## config.mk

```make
export PLATFORM = sky130hd
export DESIGN_NAME = refsel_core
export DESIGN_NICKNAME = d
export VERILOG_FILES = /design/src/rtl/refsel_pkg.sv /design/src/rtl/ref_monitor.sv /design/src/rtl/freq_hold.sv /design/src/rtl/phase_buildout.sv /design/src/rtl/refsel_core.sv
export SDC_FILE = /design/constraint.sdc
export NUM_CORES = 1
export LEC_CHECK = 0
export BUFFER_PORTS_ARGS = -buffer_cell sky130_fd_sc_hd__buf_4
export CAP_MARGIN = 30
export CORE_ASPECT_RATIO = 0.75
export CORE_UTILIZATION = 35
export DETAILED_ROUTE_END_ITERATION = 6
export PLACE_DENSITY = 0.51
export SLEW_MARGIN = 25
export SYNTH_ARGS = -nofsm -noshare
export SYNTH_HDL_FRONTEND = slang
export SYNTH_SLANG_ARGS = --single-unit
```

## constraint.sdc

```tcl
create_clock -name clk -period 5.4 [get_ports clk]
set_clock_uncertainty 0.05 [all_clocks]
set_input_delay 0.27 -clock clk [delete_from_list [all_inputs] [get_ports clk]]
set_output_delay 0.27 -clock clk [all_outputs]
set_load 0.02 [all_outputs]
```

## src/rtl/refsel_pkg.sv

```systemverilog
package refsel_pkg;
  typedef enum logic [2:0] {
    M_FREERUN   = 3'd0,
    M_ACQUIRE   = 3'd1,
    M_LOCKED    = 3'd2,
    M_HOLDOVER  = 3'd3,
    M_SWITCHING = 3'd4
  } mode_e;
endpackage

```

## src/rtl/ref_monitor.sv

```systemverilog
module ref_monitor #(
  parameter int LOSS_WIN = 16,
  parameter int QUAL_N   = 8
) (
  input  logic clk,
  input  logic rst,
  input  logic edge_i,
  output logic valid
);
  localparam int GW = $clog2(LOSS_WIN + 1);
  localparam int QW = $clog2(QUAL_N + 1);

  logic [GW-1:0] gap;
  logic [QW-1:0] qual;

  always_ff @(posedge clk) begin
    if (rst) begin
      gap   <= '0;
      qual  <= '0;
      valid <= 1'b0;
    end else if (edge_i) begin
      gap <= '0;
      if (qual < QW'(QUAL_N)) qual <= qual + 1'b1;
      if (qual >= QW'(QUAL_N - 1)) valid <= 1'b1;
    end else if (gap == GW'(LOSS_WIN - 1)) begin
      valid <= 1'b0;
      qual  <= '0;
    end else begin
      gap <= gap + 1'b1;
    end
  end

  // the silence counter never passes the window
  assert_gap_bound_R2: assert property (@(posedge clk) disable iff (rst)
    int'(gap) < LOSS_WIN);
  // usable only on the cycle after an edge
  assert_rise_on_edge_R3: assert property (@(posedge clk) disable iff (rst)
    $rose(valid) |-> $past(edge_i));
  // loss only after an edgeless cycle
  assert_fall_on_silence_R2: assert property (@(posedge clk) disable iff (rst)
    $fell(valid) |-> !$past(edge_i));
endmodule

```

## src/rtl/freq_hold.sv

```systemverilog
module freq_hold
  import refsel_pkg::*;
#(
  parameter int FW     = 24,
  parameter int AVG_SH = 4
) (
  input  logic                 clk,
  input  logic                 rst,
  input  mode_e                mode,
  input  logic signed [FW-1:0] cw_in,
  output logic signed [FW-1:0] freq_word
);
  logic signed [FW-1:0] avg;
  logic signed [FW:0]   diff;
  logic signed [FW:0]   inc;

  always_comb begin
    diff = {cw_in[FW-1], cw_in} - {avg[FW-1], avg};
    inc  = diff >>> AVG_SH;
  end

  always_ff @(posedge clk) begin
    if (rst) begin
      avg       <= '0;
      freq_word <= '0;
    end else begin
      if (mode == M_LOCKED) avg <= avg + inc[FW-1:0];
      case (mode)
        M_HOLDOVER: freq_word <= avg;
        M_FREERUN:  freq_word <= '0;
        default:    freq_word <= cw_in;
      endcase
    end
  end

  // the held word does not move while holdover continues
  assert_hold_frozen_R6: assert property (@(posedge clk) disable iff (rst)
    (mode == M_HOLDOVER && $past(mode) == M_HOLDOVER && $past(mode, 2) == M_HOLDOVER)
      |-> $stable(freq_word));
endmodule

```

## src/rtl/phase_buildout.sv

```systemverilog
module phase_buildout #(
  parameter int PW       = 16,
  parameter int MAX_OFS  = 1000,
  parameter int STEP     = 1,
  parameter int SLEW_DIV = 64
) (
  input  logic                 clk,
  input  logic                 rst,
  input  logic                 capture,
  input  logic signed [PW-1:0] ph_err,
  output logic signed [PW-1:0] bo
);
  localparam int TW = (SLEW_DIV > 1) ? $clog2(SLEW_DIV) : 1;
  localparam logic signed [PW-1:0] LIM_P = PW'(MAX_OFS);
  localparam logic signed [PW-1:0] LIM_N = -LIM_P;
  localparam logic signed [PW-1:0] STP   = PW'(STEP);

  logic [TW-1:0]        tick;
  logic signed [PW-1:0] sat;

  always_comb begin
    if (ph_err > LIM_P)      sat = LIM_P;
    else if (ph_err < LIM_N) sat = LIM_N;
    else                     sat = ph_err;
  end

  always_ff @(posedge clk) begin
    if (rst) begin
      bo   <= '0;
      tick <= '0;
    end else if (capture) begin
      bo   <= sat;
      tick <= '0;
    end else if (tick == TW'(SLEW_DIV - 1)) begin
      tick <= '0;
      if (bo > STP)       bo <= bo - STP;
      else if (bo < -STP) bo <= bo + STP;
      else                bo <= '0;
    end else begin
      tick <= tick + 1'b1;
    end
  end

  // bounded step per cycle outside a load
  assert_slope_R11: assert property (@(posedge clk) disable iff (rst)
    !capture |=> ((int'(bo) - int'($past(bo)) <= STEP) &&
                  (int'($past(bo)) - int'(bo) <= STEP)));
  // build-out stays inside the clamp
  assert_clamp_R10: assert property (@(posedge clk) disable iff (rst)
    (int'(bo) <= MAX_OFS) && (int'(bo) >= -MAX_OFS));
endmodule

```

## src/rtl/refsel_core.sv

```systemverilog
module refsel_core
  import refsel_pkg::*;
#(
  parameter int NREF     = 3,
  parameter int LOSS_WIN = 16,
  parameter int QUAL_N   = 8,
  parameter int FW       = 24,
  parameter int PW       = 16,
  parameter int AVG_SH   = 4,
  parameter int MAX_OFS  = 1000,
  parameter int STEP     = 1,
  parameter int SLEW_DIV = 64,
  parameter bit HOLD_EN  = 1'b1,
  parameter int HOLD_TMO = 1000000,
  localparam int IW = (NREF > 1) ? $clog2(NREF) : 1
) (
  input  logic                 clk,
  input  logic                 rst,
  input  logic [NREF-1:0]      ref_edge,
  input  logic [NREF*IW-1:0]   prio_order,
  input  logic                 lock_det,
  input  logic signed [FW-1:0] cw_in,
  input  logic signed [PW-1:0] ph_err,
  output logic [2:0]           mode,
  output logic [IW-1:0]        active_sel,
  output logic [NREF-1:0]      ref_valid,
  output logic signed [FW-1:0] freq_word,
  output logic signed [PW-1:0] buildout
);
  localparam int HW = $clog2(HOLD_TMO + 1);

  mode_e         mode_q;
  logic [IW-1:0] act_q;
  logic          hist_q;
  logic [HW-1:0] hold_cnt;
  logic          best_ok;
  logic [IW-1:0] best_idx;
  logic          act_ok;

  genvar g;
  generate
    for (g = 0; g < NREF; g++) begin : g_mon
      ref_monitor #(.LOSS_WIN(LOSS_WIN), .QUAL_N(QUAL_N)) u_mon (
        .clk(clk), .rst(rst), .edge_i(ref_edge[g]), .valid(ref_valid[g]));
    end
  endgenerate

  always_comb begin
    best_ok  = 1'b0;
    best_idx = '0;
    for (int k = NREF - 1; k >= 0; k--) begin
      if (int'(prio_order[k*IW +: IW]) < NREF && ref_valid[prio_order[k*IW +: IW]]) begin
        best_ok  = 1'b1;
        best_idx = prio_order[k*IW +: IW];
      end
    end
    act_ok = ref_valid[act_q];
  end

  always_ff @(posedge clk) begin
    if (rst) begin
      mode_q   <= M_FREERUN;
      act_q    <= '0;
      hist_q   <= 1'b0;
      hold_cnt <= '0;
    end else begin
      hold_cnt <= (mode_q == M_HOLDOVER) ? hold_cnt + 1'b1 : '0;
      if (mode_q == M_LOCKED)  hist_q <= 1'b1;
      if (mode_q == M_FREERUN) hist_q <= 1'b0;
      case (mode_q)
        M_FREERUN: if (best_ok) begin
          mode_q <= M_ACQUIRE;
          act_q  <= best_idx;
        end
        M_ACQUIRE, M_LOCKED: begin
          if (!act_ok) begin
            if (best_ok) begin
              mode_q <= M_SWITCHING;
              act_q  <= best_idx;
            end else if (HOLD_EN && (hist_q || mode_q == M_LOCKED)) begin
              mode_q <= M_HOLDOVER;
            end else begin
              mode_q <= M_FREERUN;
            end
          end else if (mode_q == M_ACQUIRE && lock_det) begin
            mode_q <= M_LOCKED;
          end else if (mode_q == M_LOCKED && !lock_det) begin
            mode_q <= M_ACQUIRE;
          end
        end
        M_SWITCHING: mode_q <= M_ACQUIRE;
        M_HOLDOVER: begin
          if (best_ok) begin
            mode_q <= M_SWITCHING;
            act_q  <= best_idx;
          end else if (hold_cnt == HW'(HOLD_TMO - 1)) begin
            mode_q <= M_FREERUN;
          end
        end
        default: mode_q <= M_FREERUN;
      endcase
    end
  end

  freq_hold #(.FW(FW), .AVG_SH(AVG_SH)) u_freq (
    .clk(clk), .rst(rst), .mode(mode_q), .cw_in(cw_in), .freq_word(freq_word));

  phase_buildout #(.PW(PW), .MAX_OFS(MAX_OFS), .STEP(STEP), .SLEW_DIV(SLEW_DIV)) u_bo (
    .clk(clk), .rst(rst), .capture(mode_q == M_SWITCHING), .ph_err(ph_err), .bo(buildout));

  assign mode       = mode_q;
  assign active_sel = act_q;

  // active index in range
  assert_active_range_R1: assert property (@(posedge clk) disable iff (rst)
    int'(act_q) < NREF);
  // a lost active reference is never kept while locked
  assert_leave_on_loss_R5: assert property (@(posedge clk) disable iff (rst)
    (mode_q == M_LOCKED && !act_ok) |=> mode_q != M_LOCKED);
  // switching lasts one cycle and leads to acquisition
  assert_switch_once_R5: assert property (@(posedge clk) disable iff (rst)
    mode_q == M_SWITCHING |=> mode_q == M_ACQUIRE);
  // without holdover the state is never entered
  assert_no_holdover_R8: assert property (@(posedge clk) disable iff (rst)
    !HOLD_EN |-> mode_q != M_HOLDOVER);
endmodule

```

# ---- After elaboration in Yosys (flattened, before gate mapping)
# Cells that the tools add are included.
# W data, S select, Z words.
dict set report classes {
  add_sub_neg 12
  magnitude_cmp 17
  n_eq_ne 19
  muxes 51
  n_bitwise 1
  n_reduce_logical 29
}
# op n
set op_table {}
lappend op_table {{$mux W16} 6}
lappend op_table {{$pmux W24 S2} 1}
lappend op_table {{$mux W4} 9}
lappend op_table {{$sub A24 B24 Y25} 1}
lappend op_table {{$add A24 B24 Y24} 1}
lappend op_table {{$mux W3} 7}
lappend op_table {{$add A20 B1 Y20 const B} 1}
lappend op_table {{$eq A20 B20 Y1 const B} 1}
lappend op_table {{$add A16 B2 Y16 const B} 1}
lappend op_table {{$gt A16 B11 Y1 const B} 1}
lappend op_table {{$gt A16 B2 Y1 const B} 1}
lappend op_table {{$lt A16 B1 Y1 const B} 1}
lappend op_table {{$lt A16 B11 Y1 const B} 1}
lappend op_table {{$mux W1} 16}
lappend op_table {{$sub A16 B2 Y16 const B} 1}
lappend op_table {{$add A5 B1 Y5 const B} 3}
lappend op_table {{$eq A5 B4 Y1 const B} 3}
lappend op_table {{$reduce_and A2 Y1} 7}
lappend op_table {{$reduce_or A2 Y1} 7}
lappend op_table {{$add A4 B1 Y4 const B} 3}
lappend op_table {{$ge A4 B3 Y1 const B} 3}
lappend op_table {{$lt A2 B3 Y1 const B} 4}
lappend op_table {{$lt A4 B4 Y1 const B} 3}
lappend op_table {{$mux W2} 6}
lappend op_table {{other kinds (21)} 41}
dict set report word_totals {
  reg_bits 126
  in_bits 52
  out_inout_bits 48
  word_cells 146
}

# ---- Logic depth before layout (Yosys ltp)
dict set report logic_depth {
  depth_word 9
  mapped_depth 20
  ltp_nobuf 19
}

# ---- Cells and area by module
# Synthesis repeated with hierarchy kept, for this count alone.
dict set report unflattened {
  cells_unflattened 1077
  hier_area_um2 8625.8
}
# mod instances cells_per_inst area_per_inst_um2 seq_area_each_um2
set modules_own_cells {}
lappend modules_own_cells {freq_hold 1 486 3793.6 960.9}
lappend modules_own_cells {phase_buildout 1 265 1910.6 440.4}
lappend modules_own_cells {ref_monitor 3 51 490.5 200.2}
lappend modules_own_cells {refsel_core 1 173 1450.1 520.5}

# ---- Worst setup path after synthesis
# Ideal clock, no wire load.
dict set report synth_path {
  path_type {register to register}
  start {register u_freq.avg[5]}
  end {register u_freq.avg[23]}
  setup_ps 121
  arrival_ps 4194
  setup_slack_ps 1035
  stages_incl_launch_ff 20
  n_path_buf 0
  period_less_slack_ps 4365
  cell_sequence {dfxtp_1 -> inv_1 -> ha_1 -> a21oi_1 -> a21boi_0 -> a211oi_1 -> o21bai_1 -> a21oi_1 -> o21ai_0 -> o41ai_1 -> xnor2_1 -> ha_1 -> and3_1 -> nand4_1 -> a31o_2 -> a21oi_1 -> a41o_1 -> o41ai_1 -> mux2i_1 -> mux2_2}
}
dict set report synth_between {
  elab_chain_cells 2
}
# item line
set synth_rtl {}
lappend synth_rtl {{start: declaration} freq_hold.sv:13} ;# logic signed [FW-1:0] avg;
lappend synth_rtl {{start signal: assignment} freq_hold.sv:27} ;# if (mode == M_LOCKED) avg <= avg + inc[FW-1:0];
lappend synth_rtl {{$sub A24 B24 Y25} freq_hold.sv:18} ;# diff = {cw_in[FW-1], cw_in} - {avg[FW-1], avg};
lappend synth_rtl {{$add A24 B24 Y24 (*)} freq_hold.sv:27}
# Every way passes the cells marked *; elsewhere a longest branch is shown, timed or not.
# A chain may end at the register's enable or synchronous reset.

# ---- Worst setup path after layout
# Ends and elaborated chain as after synthesis.

==> results.md <==
* Status: completed
* HP Class: primary input to register
* Final #Nets at ~1200
* Core Box Area at approximately 22000 um2
* Final instance area at 9750 um2
* Remaining DRCs at 0
* Share of layout cells above drive strength 1 at between 10% and 20%
* Cells after Synth at roughly 1000
* Least-Margin Pin Slew at around 0.76 ns
* Placement Rows at 47
* Final HPWL DP at between 15000 and 20000 um
* # hold bufs at CTS at 12
* Iter 0 DRT Violations at 559
* WP data required at 5.66 ns
* Final design utilization at 43.7%
* Total power at between 2 and 3 mW
* Die W at between 150 and 200 um
* Filler instances at 2267
* TritonCTS Buffers at 17
* Top cells by area, synth: dfxtp_1 31%, ha_1 9.8%, nor2_1 5.8%
* Crit-path max cell delay at ~0.35 ns
* VDD IR max at slightly below 0.2 mV
* Total number of vias at 7478
* Largest net degree at the start of global routing at between 60 and 70
* RD Place Congestion at between 0.8 and 0.9
* Power density over cell area at around 300 nW/um2
* Max-slew headroom at the worst pin at between 40% and 50%
* H-Tree Depth at 4
* Seq pwr share at a little over a third
* Max cap viols at 0
* Vias in the first global route at approximately 6600
* RSZ-0062 raised after global routing: false
* Mapped Area at 8050 um2
* Placed instance area at ~9000 um2
* Critical Path AT at approximately 5.2 ns
* Final cell count without fillers at 1431
* Largest area contributor in the netlist: dfxtp_1
* Yosys cell types at 70
* Initial antenna violation count at 0
* Crit path time final at just under 5 ns
* Critical path startpoint category: register
* Max-slew violation count at 0
* Crit Path Class: register to register
* Syn_nets at about 1200
* Main synth FF type: dfxtp_1
* Fmax achieved at roughly 200 MHz
* Grt ovf at 0
* Final number of setup-violating endpoints at 0
* Antenna diode count at 0
* Buffers added on ports at 99
* Clock sink total at about 130
* Switch Pwr at approximately 0.86 mW
* CP Capture Type: register
* DR vias/cell at between 5 and 6
* Yosys top cell area share at 31.3%
* Detail Route Antenna Nets at 0
* Switching portion of total power at about 30%
* Die H at 133 um
* Post-synth ARST share at 0%
* Dpl cells at approximately 1400
* Most frequent cell on the critical path: a21oi_1
* Routed wire length at 21600 um
* Leak pwr at just under 4 nW
* WL/cell at between 15 and 20 um
* Postcts setup bufs at 0
* Setup TNS at 0 ns
* Sequential area share after synthesis at around a third
* Seq cells post-synth at approximately 130
* Power share of the combinational group at between 20% and 30%
* Number of synthesized flops with an enable pin at 0
* Ys Warns at 0
* Internal power at roughly 2.0 mW
* CTS tree: done
* Critical-path maximum fanout at 5
* Worst-path clk slew at 0.06 ns
* All-layer global routing usage at about a fifth
* Crit path cell chain: inv_1 > ha_1 > a21oi_1 > a21boi_0 > a211oi_1 > o21bai_1 > a21oi_1 > o21ai_0 > o41ai_1 > xnor2_1 > ha_1 > and3_1 > nand4_1 > a31o_2 > a21oi_1 > a41o_1 > o41ai_1 > mux2i_1 > mux2_2
* I/O pins at 100
* Global-route wire length before repair at around 35000 um
* CP max-delay cell: a211oi_1
* Synth-to-layout area growth at 21.1%
* Post_cts resized at 0
* Syn avg cell area at between 7 and 8 um2
* Pre-antenna DRT Iters at 6
* CTS Buffer Depth at 2
* Final hold vios at 0
* Clock root buffer: clkbuf_16
* Clock network power share at between 40% and 50%
* Clock Latency Late Sink at ~0.42 ns
* Die area at 23600 um2
* Period utilization at about nine tenths
* Initial Util at a little over a third
==> placed cells by master (no fill, tap or decap), drive strengths merged, types with 5 or more instances in the layout <==
cell type / instances
nor2b: 12
ha: 63
or3: 17
mux2i: 9
o211ai: 8
xnor2: 41
a21o: 17
clkbuf: 18
dlygate4sd3: 12
inv: 52
or2: 5
nand4: 10
and2: 7
a21oi: 83
nand3: 32
a211oi: 15
o21a: 7
a22oi: 9
o21ai: 78
xor2: 29
nor2: 125
buf: 103
nand2b: 11
a31oi: 11
nor4: 6
nand2: 100
and3: 15
o31ai: 5
nor3: 29
o21bai: 10
clkinv: 5
dfxtp: 126
==> final timing paths <==
| path | startpoint | to | slack (ns) | cells after the start |
|---|---|---|---|---|
| max | u_freq.avg[5]$_SDFFE_PP0P_ | u_freq.avg[23]$_SDFFE_PP0P_ | 0.50 | 19 |
| min | cw_in[13] | u_freq.freq_word[13]$_SDFF_PP0_ | 0.01 | 3 |
| max reg2reg | u_freq.avg[5]$_SDFFE_PP0P_ | u_freq.avg[23]$_SDFFE_PP0P_ | 0.50 | 19 |
| min reg2reg | u_bo.tick[0]$_SDFF_PP0_ | u_bo.tick[0]$_SDFF_PP0_ | 0.40 | 1 |
==> metal layers <==
layer	up-vias	share of wire (%)	track usage, %
met5	-	0	0
met4	0	0.76	4.45
met3	13	6.5	4.97
met2	189	38	24.2
met1	3420	55	29.7
li1	3856	-	-
==> cells in the mapped netlist (4+ instances only) <==
master and count:
dfxtp_1 126, nor2_1 124, nand2_1 100, a21oi_1 83, o21ai_0 76, ha_1 63
inv_1 51, xnor2_1 41, clkbuf_1 38, nand3_1 32, nor3_1 29, xor2_1 29
a21o_1 17, a211oi_1 15, and3_1 15, or3_1 15, nor2b_1 12, a31oi_1 11
nand2b_1 11, nand4_1 10, o21bai_1 10, a22oi_1 9, mux2i_1 9, o211ai_1 8
and2_1 7, o21a_1 7, nor4_1 6, buf_2 5, o31ai_1 5, o22ai_1 4
==> registers in the layout, summed over array words and instances, names as in the netlist <==
register           flops
u_freq.avg            24
u_freq.freq_word      24
hold_cnt              20
u_bo.bo               16
g_mon.u_mon.gap       15
g_mon.u_mon.qual      12
u_bo.tick              6
g_mon.u_mon.valid      3
mode                   3
active_sel             2
hist_q                 1
==> power groups by stage <==
stage / Clock (mW) / Combinational [mW] / Sequential (mW)
floorplan: 0 / 0.408 / 1.05
global placement: 0 / 0.627 / 1.03
detailed placement: 0 / 0.623 / 1.03
CTS: 1.28 / 0.634 / 1.01
global route: 1.32 / 0.707 / 1.02
finish: 1.24 / 0.636 / 1.01
==> area by class of cell <==
type                       instances  area, um2  share of cell area [%]
multi-input combinational        813       5130                    52.7
inverter                          51        191                    1.96
timing repair buffer             115        901                    9.24
sequential                       126       2520                    25.9
tap                              294        368                    3.77
clock inverter                    14        191                    1.96
clock buffer                      18        439                    4.51
==> kinds of logic after synthesis <==
group	Yosys count	synth area share, %
simple gates	384	22.4
compound gates	282	22.0
fa+ha+maj	65	10.2
flops	126	31.3
xor+xnor	70	7.62
buf+inv	99	4.93
mux	12	1.54
==> per-stage QoR <==
| stage | hold WS [ns] | worst slack [ns] |
|---|---|---|
| CTS | 0.000782 | 0.567 |
| global placement | 0.384 | 0.640 |
| finish | 0.0130 | 0.500 |
| global route | 0.0116 | 0.119 |
| floorplan | 0.329 | 1.04 |
| detailed placement | 0.389 | 0.589 |
==> critical path, delay by kind of cell, from the launching register on <==
family,cells,cell delay [ns]
flip-flops,1,0.33
XOR/XNOR,1,0.17
adder cells (fa/ha/maj),2,0.65
AND/OR/NAND/NOR,2,0.30
AO/OA/AOI/OAI,11,2.63
buffers and inverters,1,0.07
multiplexers,2,0.58
Note: power is estimated with default switching activity, not from simulation.
